## src/rtl/blkfp_pkg.sv

```systemverilog
// Shared types of the block floating point normalizer.
package blkfp_pkg;
    // Frame handling phase of the top-level sequencer.
    typedef enum logic [1:0] {
        PH_IDLE  = 2'd0,
        PH_FILL  = 2'd1,
        PH_DRAIN = 2'd2
    } phase_t;
endpackage

```

## src/rtl/blkfp_signrun.sv

```systemverilog
// Counts the leading bits of a signed value that repeat its sign bit,
// excluding the sign bit itself: the left shift the value can take
// without overflow. Purely combinational. Assumes DW >= 2.
module blkfp_signrun #(
    parameter int DW = 16,
    parameter int CW = $clog2(DW)
) (
    input  logic [DW-1:0] value,
    output logic [CW-1:0] spare
);
    logic run;

    // Walk down from below the sign bit while bits copy the sign.
    always_comb begin
        spare = '0;
        run   = 1'b1;
        for (int i = DW - 2; i >= 0; i--) begin
            if (run && (value[i] == value[DW-1])) begin
                spare = CW'(spare + 1'b1);
            end else begin
                run = 1'b0;
            end
        end
    end
endmodule

```

## src/rtl/blkfp_track.sv

```systemverilog
// Keeps the running minimum headroom and an any-nonzero flag over the
// accepted samples of one frame. A 'clear' beat restarts both.
// Assumes outputs are only consumed after the frame's last beat.
module blkfp_track #(
    parameter int CW = 4
) (
    input  logic          clk,
    input  logic          rst_n,
    input  logic          take,
    input  logic          clear,
    input  logic [CW-1:0] hr_a,
    input  logic [CW-1:0] hr_b,
    input  logic          nz_in,
    output logic [CW-1:0] hr_min,
    output logic          any_nz
);
    logic [CW-1:0] beat_min;

    // Smaller headroom of the two parts of the current beat.
    always_comb begin
        beat_min = (hr_a < hr_b) ? hr_a : hr_b;
    end

    // Fold the current beat into the frame statistics.
    always_ff @(posedge clk) begin
        if (!rst_n) begin
            hr_min <= '0;
            any_nz <= 1'b0;
        end else if (take) begin
            if (clear) begin
                hr_min <= beat_min;
                any_nz <= nz_in;
            end else begin
                hr_min <= (beat_min < hr_min) ? beat_min : hr_min;
                any_nz <= any_nz | nz_in;
            end
        end
    end
endmodule

```

## src/rtl/blkfp_framebuf.sv

```systemverilog
// Simple dual-port frame store: synchronous write, asynchronous read,
// real and imaginary halves side by side. No reset on the contents.
module blkfp_framebuf #(
    parameter int DW = 16,
    parameter int N  = 8,
    parameter int IW = $clog2(N)
) (
    input  logic          clk,
    input  logic          we,
    input  logic [IW-1:0] waddr,
    input  logic [DW-1:0] wre,
    input  logic [DW-1:0] wim,
    input  logic [IW-1:0] raddr,
    output logic [DW-1:0] rre,
    output logic [DW-1:0] rim
);
    logic [DW-1:0] mem_re [N];
    logic [DW-1:0] mem_im [N];

    // Write port.
    always_ff @(posedge clk) begin
        if (we) begin
            mem_re[waddr] <= wre;
            mem_im[waddr] <= wim;
        end
    end

    // Read port.
    always_comb begin
        rre = mem_re[raddr];
        rim = mem_im[raddr];
    end
endmodule

```

## src/rtl/blkfp_normalizer.sv

```systemverilog
// Block floating point normalizer. Buffers one frame of complex
// samples, finds the smallest headroom over all parts, then re-emits
// each sample shifted left by it, followed by one exponent beat.
// Assumes N >= 2 and DW - 1 <= 2**(EW-1) so the exponent fits.
module blkfp_normalizer
    import blkfp_pkg::*;
#(
    parameter int DW = 16,
    parameter int EW = 6,
    parameter int N  = 8
) (
    input  logic          clk,
    input  logic          rst_n,
    input  logic          in_valid,
    output logic          in_ready,
    input  logic          in_sop,
    input  logic          in_eop,
    input  logic [DW-1:0] in_re,
    input  logic [DW-1:0] in_im,
    output logic          out_valid,
    input  logic          out_ready,
    output logic          out_sop,
    output logic          out_eop,
    output logic          out_expslot,
    output logic [DW-1:0] out_re,
    output logic [DW-1:0] out_im,
    output logic [EW-1:0] out_exp
);
    localparam int CW = $clog2(DW);
    localparam int IW = $clog2(N);
    localparam int AW = $clog2(N + 1);

    phase_t        phase;
    logic [AW-1:0] wcnt, rcnt, flen, cnt_now;
    logic          accept, start, take, last, data_beat;
    logic [CW-1:0] hr_re, hr_im, hr_min, eff_shift;
    logic          any_nz;
    logic [DW-1:0] rd_re, rd_im;

    // Input side handshake and frame boundary decode.
    always_comb begin
        in_ready = (phase != PH_DRAIN);
        accept   = in_valid && in_ready;
        start    = accept && in_sop;
        take     = accept && (in_sop || (phase == PH_FILL));
        cnt_now  = start ? '0 : wcnt;
        last     = take && (in_eop || (cnt_now == AW'(N - 1)));
    end

    blkfp_signrun #(.DW(DW), .CW(CW)) u_run_re (.value(in_re), .spare(hr_re));
    blkfp_signrun #(.DW(DW), .CW(CW)) u_run_im (.value(in_im), .spare(hr_im));

    blkfp_track #(.CW(CW)) u_track (
        .clk    (clk),
        .rst_n  (rst_n),
        .take   (take),
        .clear  (start),
        .hr_a   (hr_re),
        .hr_b   (hr_im),
        .nz_in  ((|in_re) || (|in_im)),
        .hr_min (hr_min),
        .any_nz (any_nz)
    );

    blkfp_framebuf #(.DW(DW), .N(N), .IW(IW)) u_buf (
        .clk   (clk),
        .we    (take),
        .waddr (cnt_now[IW-1:0]),
        .wre   (in_re),
        .wim   (in_im),
        .raddr (rcnt[IW-1:0]),
        .rre   (rd_re),
        .rim   (rd_im)
    );

    // Phase, write count, frame length and read pointer.
    always_ff @(posedge clk) begin
        if (!rst_n) begin
            phase <= PH_IDLE;
            wcnt  <= '0;
            rcnt  <= '0;
            flen  <= '0;
        end else begin
            case (phase)
                PH_IDLE, PH_FILL: begin
                    if (take) begin
                        wcnt <= AW'(cnt_now + 1'b1);
                        if (last) begin
                            phase <= PH_DRAIN;
                            flen  <= AW'(cnt_now + 1'b1);
                            rcnt  <= '0;
                        end else begin
                            phase <= PH_FILL;
                        end
                    end
                end
                PH_DRAIN: begin
                    if (out_ready) begin
                        if (rcnt == flen) begin
                            phase <= PH_IDLE;
                            wcnt  <= '0;
                        end else begin
                            rcnt <= AW'(rcnt + 1'b1);
                        end
                    end
                end
                default: phase <= PH_IDLE;
            endcase
        end
    end

    // Output beat formation: shifted mantissas, then the exponent slot.
    always_comb begin
        eff_shift   = any_nz ? hr_min : '0;
        out_valid   = (phase == PH_DRAIN);
        data_beat   = out_valid && (rcnt < flen);
        out_sop     = data_beat && (rcnt == '0);
        out_expslot = out_valid && !data_beat;
        out_eop     = out_expslot;
        out_re      = data_beat ? DW'(rd_re << eff_shift) : '0;
        out_im      = data_beat ? DW'(rd_im << eff_shift) : '0;
        out_exp     = out_expslot ? EW'(-EW'(eff_shift)) : '0;
    end
endmodule

```

## config.mk

```make
export PLATFORM = sky130hd
export DESIGN_NAME = blkfp_normalizer
export DESIGN_NICKNAME = d
export VERILOG_FILES = /design/src/rtl/blkfp_pkg.sv /design/src/rtl/blkfp_signrun.sv /design/src/rtl/blkfp_track.sv /design/src/rtl/blkfp_framebuf.sv /design/src/rtl/blkfp_normalizer.sv
export SDC_FILE = /design/constraint.sdc
export NUM_CORES = 1
export LEC_CHECK = 0
export CAP_MARGIN = 25
export CORE_MARGIN = 3
export CORE_UTILIZATION = 60
export DETAILED_ROUTE_END_ITERATION = 16
export DONT_BUFFER_PORTS = 1
export MAX_ROUTING_LAYER = met4
export PLACE_DENSITY = 0.82
export SETUP_SLACK_MARGIN = 0.4
export SLEW_MARGIN = 20
export SYNTH_ARGS = -nofsm -noshare
export SYNTH_HDL_FRONTEND = slang
export SYNTH_HIERARCHICAL = 1
export SYNTH_SLANG_ARGS = --single-unit
```

## constraint.sdc

```tcl
create_clock -name clk -period 26.2 [get_ports clk]
set_clock_uncertainty 0.15 [all_clocks]
set_input_delay 5.24 -clock clk [delete_from_list [all_inputs] [get_ports clk]]
set_output_delay 5.24 -clock clk [all_outputs]
set_load 0.02 [all_outputs]
```

==> summary.md, run 1 <==
| Metric | Value |
|---|---|
| Status | finished, final reports clean |
| Post-CTS Hold Buffers | 0 |
| WL final | 37070 um |
| Routed vias | 10.82k |
| Worst Max-Slew Pin Slew | 1010 ps |
| Seq. cell area | 8074 sq um |
| # clock sinks | 275 |
| Syn_nets | 1320 |
| WHS Path Cells | 2 |
| Layout area overhead | 7.176% |
| FF-to-FF path depth | 7 |
| PortBufs | 0 |
| Starting density of the core | 0.6164 |
| HP Class | reg2reg |
| DP Area | 15840 sq um |
| PwrDens | 59.09 nW/um^2 |
| Util after Layout | 0.6606 |
| Critical-path maximum fanout | 50 |
| Synthesized area per cell | 12.60 sq um |
| Number of remaining DRC errors | 0 |
| Root Driver | clkbuf_16 |
| Largest net degree at the start of global routing | 69 |
| Die area | 28070 sq um |
| Synth cell count leaders | edfxtp_1 (256), nand2_1 (94), nor2_1 (89) |
| Leading area contributor after synthesis | edfxtp_1 |
| RSZ-0062 raised after global routing | false |
| Grt ovf | 0 |
| Final slew viol count | 0 |
| Synth Register Bits | 275 |
| Clk slew on worst S/H paths | 60 ps |
| Reg2Reg Launch Point | phase[0]$_SDFFE_PN0P_ |
| IO Pins | 81 |
| Worst R2R Setup Slack | 22230 ps |
| Sequential area share after synthesis | 0.5153 |
| Post-synth ARST share | 0 |
| Starting DRT DRC Count | 1268 |
| Final worst-path cycle share | 0.5248 |
| Initial antenna violation count | 0 |
| Area of the multi-input gates | 7028 sq um |
| Final Hold Fails | 0 |
| Die Wd | 167.5 um |
| CP Data Arrival Time | 14030 ps |
| Vias in the first global route | 10.46k |
| CTS H-tree depth | 1 |
| CP startpoint kind | input pin |
| Max stage delay on crit path | 450 ps |
| Req. time, crit path | 26480 ps |
| Mapped cell area | 15660 sq um |
| CP dominant cell by count | ha_1 |
| Pre-antenna DRT Iters | 6 |
| Post-CTS Setup Inserts | 0 |
| Final ANT Viol Nets | 0 |
| Number of synthesized flops with an enable pin | 256 |
| Worst VDD drop | 0.04333 mV |
| Period minus WS final | 13750 ps |
| Mapped Cells | 1243 |
| Fill cells | 1759 |
| CTS max path bufs | 3 |
| Nets@finish | 1295 |
| RD Place Congestion | 0.9325 |
| Setup violators final | 0 |
| Endpoint class of the critical path | flip-flop |
| Number of distinct library cells after synthesis | 90 |
| Reg2Reg Capture Point | u_buf/mem_re[0][12]$_DFFE_PP_ |
| Worst skew pair latency | 520 ps |
| Area contributors post-synth | edfxtp_1 (49%), mux4_1 (6.7%), mux4_2 (4.3%), ha_1 (3.1%), mux2i_1 (2.7%) |
| CTS buffer count | 27 |
| Area share of the largest cell type after synthesis | 0.4910 |
| Most numerous cell in the Yosys netlist | edfxtp_1 |
| Total GRT Usage | 0.2650 |
| Routed length per instance | 23.63 um |
| Rel. slew slack | 0.3267 |
| Die Y | 167.5 um |
| Setup WS pre-CTS | 12190 ps |
| Post-CTS sizing | 0 |
| Worst Min Path Start | flen[3]$_SDFFE_PN0P_ |
| Yosys warns | 6 |
| CTS tree | yes |
| Setup CP Type | in2reg |
| Via density | 6.897 |
| Setup TNS | 0 ps |
| Fraction of layout cells with a size suffix above 1 | 0.1405 |
| Leak pwr | 0.005778 uW |
| Synth Flop Type | edfxtp_1 |
| Max-cap violations | 0 |
| CP max-delay cell | o31ai_1 |
| Hold endpoint | flen[3]$_SDFFE_PN0P_ |
| Final instance area | 16780 sq um |
| Fin Hold WS | 343.7 ps |
| Core area | 25400 sq um |
| First-pass GRT wire length | 57930 um |
| Peak Freq | 0.07273 GHz |
| Num rows | 58 |
| Post-DP HPWL | 23860 um |
| Setup WS post-layout | 12450 ps |
==> flip-flops by register name (all words and copies together) (netlist names) <==
name / flops
phase: 2
u_buf/mem_re: 128
u_buf/mem_im: 128
flen: 4
rcnt: 4
u_track/any_nz: 1
u_track/hr_min: 4
wcnt: 4
==> cells in the final DEF (no fill, tap or decap), drive strengths merged, types with 30 or more instances in the layout <==
master and instances:
nor2 89, o21ai 64, a21oi 60, mux2i 43, nor3 30, mux4 70, mux2 35, ha 39
inv 55, nand2 95, edfxtp 256
==> routing by layer <==
metal	track usage	share of wire	up-vias
met5	-	0	-
met4	0.06261	0.019	0
met3	0.03470	0.081	71
met2	0.4297	0.49	548
met1	0.3636	0.41	5378
li1	-	-	4825
==> through the flow <==
step,cells,total power [uW]
after floorplan,1243,578.5
after global placement,1519,590.6
after detailed placement,1519,594.0
after CTS,1568,993.5
after global routing,1568,1022
final,1569,991.6
==> area by class of cell <==
class | count | area share
inverter | 56 | 0.01253
multi-input combinational | 843 | 0.4188
timing repair buffer | 15 | 0.006711
antenna | 1 | 0.0001491
tap | 330 | 0.02461
clock inverter | 20 | 0.01529
clock buffer | 29 | 0.04071
sequential | 275 | 0.4812
==> kinds of logic after synthesis <==
group           synth area share
fa+ha+maj                0.03117
mux                       0.1632
buf+inv                  0.03948
compound gates            0.1165
simple gates              0.1102
xor+xnor                 0.02413
flops                     0.5153
==> power breakdown <==
part	switching, uW	internal (uW)
Clock	156	247
Sequential	3.91	486
Combinational	58.4	40.3
==> worst max-delay path: cells and delay by family <==
family / cells / cell delay (ps)
compound gates: 20 / 3960
xor+xnor: 3 / 470
fa+ha+maj: 9 / 2720
buf+inv: 2 / 130
mux: 2 / 520
simple gates: 8 / 960
==> worst max path at each step <==
stage	start	to	slack [ps]	cells after the start
6_report	in_im[15]	u_track/hr_min[2]$_SDFFE_PN0P_	12450	44
4_1_cts	in_im[15]	u_track/hr_min[2]$_SDFFE_PN0P_	12600	44
5_1_grt	in_im[15]	u_track/hr_min[2]$_SDFFE_PN0P_	11700	44
2_1_floorplan	in_im[15]	u_track/hr_min[1]$_SDFFE_PN0P_	12540	47
3_5_place_dp	in_im[15]	u_track/hr_min[2]$_SDFFE_PN0P_	12190	44
3_3_place_gp	in_im[15]	u_track/hr_min[2]$_SDFFE_PN0P_	12510	44
No activity file was read; power rests on OpenSTA's default activity.
==> run 2, diff against run 1 <==
==> constraint.sdc (replaced) <==
create_clock -name clk -period 13.5 [get_ports clk]
set_clock_uncertainty 0.15 [all_clocks]
set_input_delay 2.7 -clock clk [delete_from_list [all_inputs] [get_ports clk]]
set_output_delay 2.7 -clock clk [all_outputs]
set_load 0.02 [all_outputs]
==> run 2 against run 1 <==
Combinational power grew 94%. Clock power up 67%. Register-to-register slack worse by 13000 ps. Highest routed layer unchanged. Critical endpoint is now u_track/hr_min[1]$_SDFFE_PN0P_.
==> summary.md, run 2 (synthesis gave the netlist of run 1 again) <==
| Metric | Value |
|---|---|
| Leak pwr | 0.005726 uW |
| Worst R2R Setup Slack | 9520 ps |
| HP Class | reg2reg |
| CTS buffer count | 26 |
| Core area | 25400 sq um |
| Max-cap violations | 0 |
| Initial antenna violation count | 0 |
| First-pass GRT wire length | 57620 um |
| Met1 Use GR | 0.3728 |
| Endpoint class of the critical path | flip-flop |
| Routed vias | 10.62k |
| Die Wd | 167.5 um |
| Fraction of layout cells with a size suffix above 1 | 0.1399 |
| M2 GR Usage | 0.4172 |
| Post-CTS Hold Buffers | 0 |
| Period minus WS final | 11240 ps |
| CTS tree | yes |
| Die area | 28070 sq um |
| Fill cells | 1770 |
| IO Pins | 81 |
| Worst skew pair latency | 540 ps |
| PwrDens | 109.1 nW/um^2 |
| Setup violators final | 0 |
| Via density | 6.774 |
| Root Driver | clkbuf_16 |
| N_diodes | 0 |
| Worst VDD drop | 0.1011 mV |
| Req. time, crit path | 13780 ps |
| Final ANT Viol Nets | 0 |
| CP startpoint kind | input pin |
| Post-CTS sizing | 0 |
| Number of remaining DRC errors | 0 |
| Vias in the first global route | 10.12k |
| CP Launch Point | in_im[15] |
| Setup CP Type | in2reg |
| PortBufs | 0 |
| Starting DRT DRC Count | 1297 |
| Seq. cell area | 8074 sq um |
| Status | finished, final reports clean |
| Final Hold Fails | 0 |
| Largest net degree at the start of global routing | 69 |
| CP dominant cell by count | ha_1 |
| Reg2Reg Launch Point | phase[0]$_SDFFE_PN0P_ |
| Area of the multi-input gates | 7028 sq um |
| Total GRT Usage | 0.2646 |
| Critical-path maximum fanout | 50 |
| Worst Max-Slew Pin Slew | 922.4 ps |
| Pre-antenna DRT Iters | 5 |
| Post-DP HPWL | 23400 um |
| CTS H-tree depth | 1 |
| Most common cell after layout, fill and taps aside | edfxtp_1 |
| Busiest grt layer | met2 |
| Num rows | 58 |
| Util after Layout | 0.6553 |
| Layout area overhead | 6.313% |
| WHS Path Cells | 1 |
| Routed length per instance | 23.34 um |
| Most frequent cells in the layout | edfxtp_1 (256), nand2_1 (93), nor2_1 (83) |
| CP Data Arrival Time | 11520 ps |
| Worst Min Path Start | phase[1]$_SDFFE_PN0P_ |
| Grt ovf | 0 |
| # clock sinks | 275 |
| FF-to-FF path depth | 7 |
| CTS max path bufs | 3 |
| Die Y | 167.5 um |
| Peak Freq | 0.08894 GHz |
| Max stage delay on crit path | 470 ps |
| Biggest regs | u_buf/mem_im x128, u_buf/mem_re x128 |
| RSZ-0062 raised after global routing | false |
| Final Total Pwr | 1816 uW |
| Clk slew on worst S/H paths | 60 ps |
| Post-CTS Setup Inserts | 0 |
| CP max-delay cell | o31ai_1 |
| Final worst-path cycle share | 0.8329 |
| Nets@finish | 1295 |
| Starting density of the core | 0.6164 |
| Setup TNS | 0 ps |
| Met3 Use GR | 0.04249 |
| WL final | 36570 um |
| Rel. slew slack | 0.3851 |
| RD Place Congestion | 0.9325 |
| Final slew viol count | 0 |
[run 2: layout make-up]
cell class | instances | share of cell area
inverters | 56 | 0.01263
clock inverters | 12 | 0.004661
repair buffers | 16 | 0.007667
multi-input cells | 843 | 0.4222
flip-flops and latches | 275 | 0.4851
well taps | 330 | 0.02481
clock buffers | 35 | 0.04292
[run 2: worst max-delay path: cells and delay by family]
family	cells	cell delay, ps
muxes	2	520
and+or+nand+nor	8	960
buffers and inverters	2	100
xor gates and xnor gates	3	440
adders and majority gates	9	2710
AOI/OAI and AO/OA	20	4070
[run 2: report_power, final]
part	internal, uW	switching, uW	leakage [uW]	total (uW)
clock network	372	302	0.000387	675
registers	943	7.52	0.00247	950
logic	78.3	113	0.00287	191
total	1390	423	0.00573	1820
[run 2: routing by layer]
| layer | wire (um) | vias up | share of wire |
|---|---|---|---|
| met5 | 0 | - | 0 |
| met4 | 495 | 0 | 0.014 |
| met3 | 3161 | 45 | 0.086 |
| met2 | 17570 | 544 | 0.48 |
| met1 | 15340 | 5197 | 0.42 |
| li1 | - | 4829 | - |
[run 2: stage by stage]
step | worst slack (ps) | cells | hold WS, ps | area [sq um]
after floorplan | 2383 | 1243 | 293.6 | 15660
after global placement | 2354 | 1519 | 323.8 | 15840
after detailed placement | 2050 | 1519 | 329.1 | 15840
after CTS | 2425 | 1566 | 338.3 | 16630
after global routing | 1631 | 1567 | 373.8 | 16640
final | 2256 | 1567 | 348.7 | 16640
[run 2: worst paths after layout]
check / endpoint
min reg2reg: phase[0]$_SDFFE_PN0P_
min: phase[0]$_SDFFE_PN0P_
max: u_track/hr_min[1]$_SDFFE_PN0P_
max reg2reg: u_buf/mem_re[0][9]$_DFFE_PP_
==> run 3, diff against run 2 <==
==> constraint.sdc (replaced) <==
create_clock -name clk -period 10.7 [get_ports clk]
set_clock_uncertainty 0.15 [all_clocks]
set_input_delay 2.14 -clock clk [delete_from_list [all_inputs] [get_ports clk]]
set_output_delay 2.14 -clock clk [all_outputs]
set_load 0.02 [all_outputs]
==> run 3 against run 2 <==
Wire length up 3.5%. Non-clock buffer count is 3 higher. Worst setup slack got worse by 1600 ps. Cell count up 0.32%. Clock power is 39% higher. Utilization grew 0.88 points. Total power up 32%. Largest power group unchanged.
==> summary.md, run 3 (synthesis gave the netlist of run 1 again) <==
| Metric | Value |
|---|---|
| Routed length per instance | 24.07 um |
| # clock sinks | 275 |
| Max-cap violations | 0 |
| CTS H-tree depth | 1 |
| Routed vias | 10.79k |
| Setup WS pre-CTS | -199.2 ps |
| Critical-path maximum fanout | 50 |
| Final slew viol count | 0 |
| CP dominant cell by count | ha_1 |
| Clk slew on worst S/H paths | 60 ps |
| Starting density of the core | 0.6164 |
| Setup violators final | 0 |
| Leak pwr | 0.005789 uW |
| Vias in the first global route | 10.32k |
| Final worst-path cycle share | 0.9408 |
| Req. time, crit path | 10990 ps |
| Worst VDD drop | 0.1153 mV |
| Status | finished, final reports clean |
| Endpoint class of the critical path | flip-flop |
| Via density | 6.866 |
| Placed Cells | 1519 |
| CP startpoint kind | input pin |
| PortBufs | 0 |
| PwrDens | 141.7 nW/um^2 |
| Number of remaining DRC errors | 0 |
| Final ANT Viol Nets | 0 |
| Die Y | 167.5 um |
| Pre-antenna DRT Iters | 7 |
| Final Hold Fails | 0 |
| Biggest regs | u_buf/mem_im x128, u_buf/mem_re x128 |
| Layout area overhead | 7.736% |
| Largest net degree at the start of global routing | 69 |
| IO Pins | 81 |
| Grt ovf | 0 |
| CP max-delay cell | o311a_1 |
| Setup CP Type | in2reg |
| Worst skew pair latency | 540 ps |
| Root Driver | clkbuf_16 |
| WL final | 37840 um |
| Setup WS post-layout | 633.2 ps |
| First-pass GRT wire length | 58310 um |
| Num rows | 58 |
| DP Area | 15840 sq um |
| Die area | 28070 sq um |
| Final instance area | 16870 sq um |
| Setup TNS | 0 ps |
| Fin Hold WS | 332.1 ps |
| Initial antenna violation count | 0 |
| Total GRT Usage | 0.2675 |
| Nets@finish | 1299 |
| Max stage delay on crit path | 390 ps |
| RD Place Congestion | 0.9408 |
| Die Wd | 167.5 um |
| Rel. slew slack | 0.2850 |
| CP Data Arrival Time | 10350 ps |
| Non-Filler Instances | 1572 |
| Worst Max-Slew Pin Slew | 1067 ps |
| Post-DP HPWL | 23210 um |
| Core area | 25400 sq um |
| CTS buffer count | 27 |
| RSZ-0062 raised after global routing | false |
| N_diodes | 0 |
| Most frequent cells in the layout | edfxtp_1 (256), nand2_1 (91), nor2_1 (83) |
| Most common cell after layout, fill and taps aside | edfxtp_1 |
| Peak Freq | 0.09934 GHz |
| HP Class | reg2reg |
| CTS max path bufs | 3 |
| Period minus WS final | 10070 ps |
| Starting DRT DRC Count | 1410 |
| Fill cells | 1701 |
| CTS tree | yes |
| Fraction of layout cells with a size suffix above 1 | 0.1578 |
[run 3: cell types whose count changed in the layout (fill, tap and decap cells not counted), moves of 3 or more]
cell / previous run / this run
buf_4: 15 / 19
bufinv_16: 0 / 3
clkinv_1: 3 / 7
ha_4: 0 / 4
o21ai_0: 61 / 57
a311oi_2: 0 / 3
a311oi_1: 5 / 2
ha_1: 39 / 34
[run 3: cell type report]
type / instances / area [sq um] / share of cell area
Tap cell: 330 / 412.9 / 0.02448
Inverter: 56 / 210.2 / 0.01246
Clock buffer: 34 / 721.9 / 0.04280
Sequential cell: 275 / 8074 / 0.4787
Timing Repair Buffer: 19 / 142.6 / 0.008456
Clock inverter: 15 / 148.9 / 0.008827
Multi-Input combinational cell: 843 / 7157 / 0.4243
[run 3: where the power goes]
group	leakage, uW	switching (uW)	total [uW]	internal, uW
clock network	0.000425	390	938	548
logic	0.00289	147	251	105
registers	0.00247	12.2	1200	1190
total	0.00579	549	2390	1840
[run 3: final timing paths]
check        slack (ps)                  start  depth (start not counted)                              to
max reg2reg        7020  phase[0]$_SDFFE_PN0P_                          7   u_buf/mem_im[2][11]$_DFFE_PP_
max                 630              in_im[15]                         43  u_track/hr_min[1]$_SDFFE_PN0P_
min reg2reg         330  phase[1]$_SDFFE_PN0P_                          1           phase[0]$_SDFFE_PN0P_
min                 330  phase[1]$_SDFFE_PN0P_                          1           phase[0]$_SDFFE_PN0P_
[run 3: worst max-delay path, delay by kind of cell]
kind	cells	cell delay [ps]
AOI/OAI and AO/OA	20	3650
xor gates and xnor gates	3	540
adders and majority gates	9	2490
buffers and inverters	2	120
muxes	2	550
and+or+nand+nor	7	870
[run 3: what timing repair did]
action                     CTS  global route
hold buffers                 0             0
gates resized for setup      6            19
setup endpoints to repair    3             4
pin swaps                    0             9
buffers inserted             0             4
[run 3: layer usage]
metal / vias up / part of all wire / GRT usage / routed length [um]
met5: - / 0 / - / 0
met1: 5268 / 0.41 / 0.3667 / 15410
met4: 0 / 0.023 / 0.06937 / 884
met3: 84 / 0.091 / 0.04816 / 3435
li1: 4830 / - / - / -
met2: 611 / 0.48 / 0.4209 / 18110
[run 3: stage by stage]
stage	utilization	total power [uW]
2_1_floorplan	-	1417
3_5_place_dp	0.6236	1453
6_report	0.6641	2391
3_3_place_gp	0.6236	1444
5_1_grt	0.6641	2467
4_1_cts	0.6589	2381
